## src/rtl/scl_phase_gen_pkg.sv

```systemverilog
package scl_phase_gen_pkg;
  typedef enum logic [1:0] {
    PH_IDLE = 2'd0,
    PH_LOW  = 2'd1,
    PH_WAIT = 2'd2,
    PH_HIGH = 2'd3
  } phase_t;

  function automatic int unsigned raise_to(input int unsigned v, input int unsigned floor_v);
    return (v < floor_v) ? floor_v : v;
  endfunction
endpackage

```

## src/rtl/scl_line_sync.sv

```systemverilog
module scl_line_sync #(
  parameter int STAGES = 2
) (
  input  logic clk,
  input  logic rst_n,
  input  logic line_raw,
  output logic line_q
);
  logic [STAGES-1:0] chain;

  always_ff @(posedge clk or negedge rst_n) begin
    if (!rst_n) chain <= '1;
    else        chain <= {chain[STAGES-2:0], line_raw};
  end

  assign line_q = chain[STAGES-1];
endmodule

```

## src/rtl/scl_count_pick.sv

```systemverilog
module scl_count_pick #(
  parameter int CNT_W  = 8,
  parameter int HI_MIN = 6,
  parameter int LO_MIN = 8,
  parameter int HI_ADD = 4,
  localparam int LD_W  = CNT_W + 1
) (
  input  logic             fast_sel,
  input  logic [CNT_W-1:0] ss_hi,
  input  logic [CNT_W-1:0] ss_lo,
  input  logic [CNT_W-1:0] fs_hi,
  input  logic [CNT_W-1:0] fs_lo,
  output logic [LD_W-1:0]  hi_load,
  output logic [LD_W-1:0]  lo_load
);
  logic [CNT_W-1:0] hi_sel, lo_sel;
  logic [LD_W-1:0]  hi_clamped, lo_clamped;

  assign hi_sel = fast_sel ? fs_hi : ss_hi;
  assign lo_sel = fast_sel ? fs_lo : ss_lo;

  always_comb begin
    hi_clamped = (hi_sel < CNT_W'(HI_MIN)) ? LD_W'(HI_MIN) : {1'b0, hi_sel};
    lo_clamped = (lo_sel < CNT_W'(LO_MIN)) ? LD_W'(LO_MIN) : {1'b0, lo_sel};
    hi_load    = hi_clamped + LD_W'(HI_ADD);
    lo_load    = lo_clamped;
  end
endmodule

```

## src/rtl/scl_phase_gen.sv

```systemverilog
module scl_phase_gen
  import scl_phase_gen_pkg::*;
#(
  parameter int CNT_W     = 8,
  parameter int HI_MIN    = 6,
  parameter int LO_MIN    = 8,
  parameter int SYNC_DEPTH = 2
) (
  input  logic             clk,
  input  logic             rst_n,
  input  logic             run_en,
  input  logic             fast_sel,
  input  logic [CNT_W-1:0] ss_hi_cnt,
  input  logic [CNT_W-1:0] ss_lo_cnt,
  input  logic [CNT_W-1:0] fs_hi_cnt,
  input  logic [CNT_W-1:0] fs_lo_cnt,
  input  logic             scl_in,
  output logic             scl_pull_low,
  output logic             drv_update_stb,
  output logic             smp_sample_stb
);
  // Fixed high overhead of 8 = SYNC_DEPTH + 1 wait cycles + (HI_ADD + 1) counted cycles
  localparam int HI_ADD = 8 - (SYNC_DEPTH + 1) - 1;
  localparam int LD_W   = CNT_W + 1;

  phase_t          ph;
  logic [LD_W-1:0] cnt, load_q;
  logic [LD_W-1:0] hi_load, lo_load;
  logic            line_hi;

  scl_line_sync #(.STAGES(SYNC_DEPTH)) u_sync (
    .clk      (clk),
    .rst_n    (rst_n),
    .line_raw (scl_in),
    .line_q   (line_hi)
  );

  scl_count_pick #(
    .CNT_W  (CNT_W),
    .HI_MIN (HI_MIN),
    .LO_MIN (LO_MIN),
    .HI_ADD (HI_ADD)
  ) u_pick (
    .fast_sel (fast_sel),
    .ss_hi    (ss_hi_cnt),
    .ss_lo    (ss_lo_cnt),
    .fs_hi    (fs_hi_cnt),
    .fs_lo    (fs_lo_cnt),
    .hi_load  (hi_load),
    .lo_load  (lo_load)
  );

  always_ff @(posedge clk or negedge rst_n) begin
    if (!rst_n) begin
      ph     <= PH_IDLE;
      cnt    <= '0;
      load_q <= '0;
    end else if (!run_en) begin
      ph     <= PH_IDLE;
      cnt    <= '0;
      load_q <= '0;
    end else begin
      case (ph)
        PH_IDLE: begin
          ph     <= PH_LOW;
          cnt    <= lo_load;
          load_q <= lo_load;
        end
        PH_LOW: begin
          if (cnt == '0) ph <= PH_WAIT;
          else           cnt <= cnt - 1'b1;
        end
        PH_WAIT: begin
          if (line_hi) begin
            ph     <= PH_HIGH;
            cnt    <= hi_load;
            load_q <= hi_load;
          end
        end
        PH_HIGH: begin
          if (cnt == '0) begin
            ph     <= PH_LOW;
            cnt    <= lo_load;
            load_q <= lo_load;
          end else begin
            cnt <= cnt - 1'b1;
          end
        end
        default: ph <= PH_IDLE;
      endcase
    end
  end

  assign scl_pull_low   = (ph == PH_LOW);
  assign drv_update_stb = (ph == PH_LOW)  && (cnt == load_q);
  assign smp_sample_stb = (ph == PH_HIGH) && (cnt == (load_q >> 1));
endmodule

```

## config.mk

```make
export PLATFORM = sky130hd
export DESIGN_NAME = scl_phase_gen
export DESIGN_NICKNAME = d
export VERILOG_FILES = /design/src/rtl/scl_phase_gen_pkg.sv /design/src/rtl/scl_line_sync.sv /design/src/rtl/scl_count_pick.sv /design/src/rtl/scl_phase_gen.sv
export SDC_FILE = /design/constraint.sdc
export NUM_CORES = 1
export LEC_CHECK = 0
export BUFFER_PORTS_ARGS = -buffer_cell sky130_fd_sc_hd__buf_2
export CORE_MARGIN = 1.5
export CORE_UTILIZATION = 30
export CTS_CLUSTER_SIZE = 25
export DETAILED_ROUTE_END_ITERATION = 6
export PLACE_DENSITY = 0.58
export SLEW_MARGIN = 30
export SYNTH_ARGS = -nofsm -noshare
export SYNTH_HDL_FRONTEND = slang
export SYNTH_SLANG_ARGS = --single-unit
```

## constraint.sdc

```tcl
create_clock -name clk -period 2.4 [get_ports clk]
set_clock_uncertainty 0.15 [all_clocks]
set_input_delay 0.12 -clock clk [delete_from_list [all_inputs] [get_ports clk]]
set_output_delay 0.12 -clock clk [all_outputs]
set_load 0.02 [all_outputs]
```

==> qor.yml <==
rows: 29
vias: 2005
path_cells: "buf_4 -> xor2_1 -> nor4_2 -> nand4_1 -> nor4b_1 -> buf_2"
ant_nets: 0
port_buffers: 39
synth_edf_count: 0
timing.hold.ws_ns: 0.0635
dr.pass1.iters: 4
numCtsBuffers: 3
cp.arrival_ns: 2.01
dp_hpwl_mm: 4.76
yosysSeqAreaShare: 0.270
relSlewSlack: 0.638
yosys_warnings: 0
antenna_found_initial: 0
die_w_um: 85.7
grt_max_degree: 23
setup_tns_ns: 0
async_reset_ff_frac: 1.00
slowest_stage: "dfrtp_1"
final_util: 0.373
synthCells: 246
tightest_slew_ns: 0.541
drv_slew: 0
crit_start: "cnt[5]"
irDropWorstVdd_v: 0.000337
cp_max_fo: 5
critPathTopFamily: "simple AND/OR/NAND/NOR gates"
path_buf_inv: 2
htree_levels: 1
start_kind: "flip-flop"
synth_nets: 289
regArea_um2: 553
drive_gt1_frac: 0.254
placedInstanceArea_mm2: 0.00235
drt-wirelength-per-cell_um: 16.4
grt_pass1_vias: 1981
final.fill_count: 685
grt-ovfl-total: 0
max_cap_violations: 0
syn_avg_cell_area_um2: 8.34
drcViolationCount: 0
setup_viol: 0
r2r-start: "cnt[0]"
dp_slack_ns: 0.00931
syn_to_final_growth_pct: 18.2
critPathKind: "reg2out"
multi_input_area_mm2: 0.00138
yosys.cell_types.count: 57
hp-class: "in2reg"
max_freq_mhz: 438
synth_top_area_share: 0.244
yosys_most_used_dff: "dfrtp_1"
die_area_mm2: 0.00734
finalWirelength_mm: 5.98
top_level_ports: 40
gp_congestion: 0.923
rsz0062_at_grt: "no"
fin_cells: 364
route.met2.wl_mm: 2.74
nNetsFinal: 331
fin_crit_sh: 0.952
synth-seq-cells: 22
required_ns: 2.13
fp.dieH_um: 85.7
synth_top_cell_by_area: "dfrtp_1"
postLayoutCellArea_mm2: 0.00242
wl_met3_um: 321
p_leak_nw: 1.09
clk_pin_slew_ns: 0.08
place_inst: 358
cts_tree: "yes"
hold_violations: 0
start_util: 0.316
layout_min_cycle_time_ns: 2.28
highest_layer: "met4"
fin_ws_ns: 0.116
worstHoldStart: "run_en"
total_power_mw: 2.45
cp-end-kind: "output pin"
viasPerCell: 5.51
status: "complete, no violations"
drtIter0Drc: 103
antenna_cells: 0
clk_path_buf_depth: 2
cellPowerDensity_mw_per_mm2: 1010
syn_area_mm2: 0.00205
wl_met1_mm: 2.78
crit_path_max_incr_delay_ns: 0.46
clk_latency_ns: 0.26
track_usage: 0.171
synth_area_leaders: "dfrtp_1, xnor2_1, mux2i_1"
cts-root-buf: "clkbuf_8"
grt_pass1_wl_mm: 9.97
clock_sinks: 22
core_mm2: 0.00649
## Yosys cell counts, types with 6 or more instances
cell type  count
nand2_1       25
dfrtp_1       20
nor2_1        19
xnor2_1       17
o21ai_0       15
inv_1         11
xor2_1        11
a21oi_1       10
mux2i_1       10
buf_2          9
nand3_1        7
ha_1           6
## sequential cells by signal, summed over array words and instances (netlist names)
name	count
cnt	9
load_q	9
ph	2
u_sync.chain	2
## layout make-up
class | count | share of cell area
repair buffers | 53 | 0.126
flip-flops and latches | 22 | 0.228
inverters | 11 | 0.0170
clock buffers | 4 | 0.0186
well taps | 77 | 0.0397
multi-input cells | 197 | 0.571
## metal layers
metal	track usage	vias up
li1	-	974
met1	0.226	944
met2	0.288	75
met3	0.0231	12
met4	0.0587	0
met5	0	-
## layout by cell type (no fill, tap or decap), types with 2 or more instances in the layout
master         Yosys  routed
or3_1              3       3
a32o_1             3       3
o21ai_1            2       2
nand4_1            5       5
a22oi_1            2       2
o21ai_0           15      15
nand2b_1           2       2
ha_1               6       6
o22ai_1            2       2
or2_2              2       2
nor4_1             4       3
mux2i_1           10      10
nor3_1             5       5
inv_1             11      11
nand3_1            7       7
dfrtp_1           20      20
o32a_1             2       2
nand2_1           25      25
a21oi_1           10      10
dlygate4sd3_1      0       2
and3_1             3       3
clkbuf_8           0       3
dfstp_2            2       2
o21a_1             2       2
buf_4              2      12
a22o_1             2       2
and2_1             2       2
xnor2_1           17      17
mux2_2             3       3
a31oi_1            5       5
o31ai_1            2       2
buf_2              9      39
nor2_1            19      19
o221ai_1           2       2
xor2_1            11      11
nor2b_1            2       2
## logic make-up after synthesis
family | Yosys count | share of synthesized area
AND/OR/NAND/NOR | 88 | 0.233
AO/OA/AOI/OAI | 62 | 0.217
XOR/XNOR | 28 | 0.120
buffers and inverters | 27 | 0.0586
flip-flops | 22 | 0.270
multiplexers | 13 | 0.0653
adder cells (fa/ha/maj) | 6 | 0.0366
## worst reg2reg max path, cell delays in order, from the launching register on
cell and delay (ns):
dfrtp_1 0.39, inv_1 0.06, ha_1 0.23, nor4b_4 0.40, a21bo_2 0.28, and3_1 0.35
o21ai_0 0.19, nand2_1 0.10
## report_power, final
group          switching, mW  total [mW]  internal [mW]
clock network          0.128       0.246          0.118
registers              0.192       0.690          0.498
logic                  0.843        1.52          0.673
## final timing paths
path | depth (start not counted) | slack [ns] | endpoint
worst max-delay path | 6 | 0.12 | smp_sample_stb
worst min-delay path | 2 | 0.06 | ph[0]
worst max register to register | 7 | 0.22 | load_q[3]
worst min register to register | 0 | 0.21 | u_sync.chain[1]
max in group asynchronous | 2 | 1.51 | u_sync.chain[0]
min in group asynchronous | 2 | 0.22 | load_q[0]
## repair_timing
item,CTS,global route
hold endpoints to repair,21,0
resized for setup,0,1
setup endpoints to repair,0,1
buffers inserted,0,0
hold buffers,2,0
(Power assumes the default switching activity.)
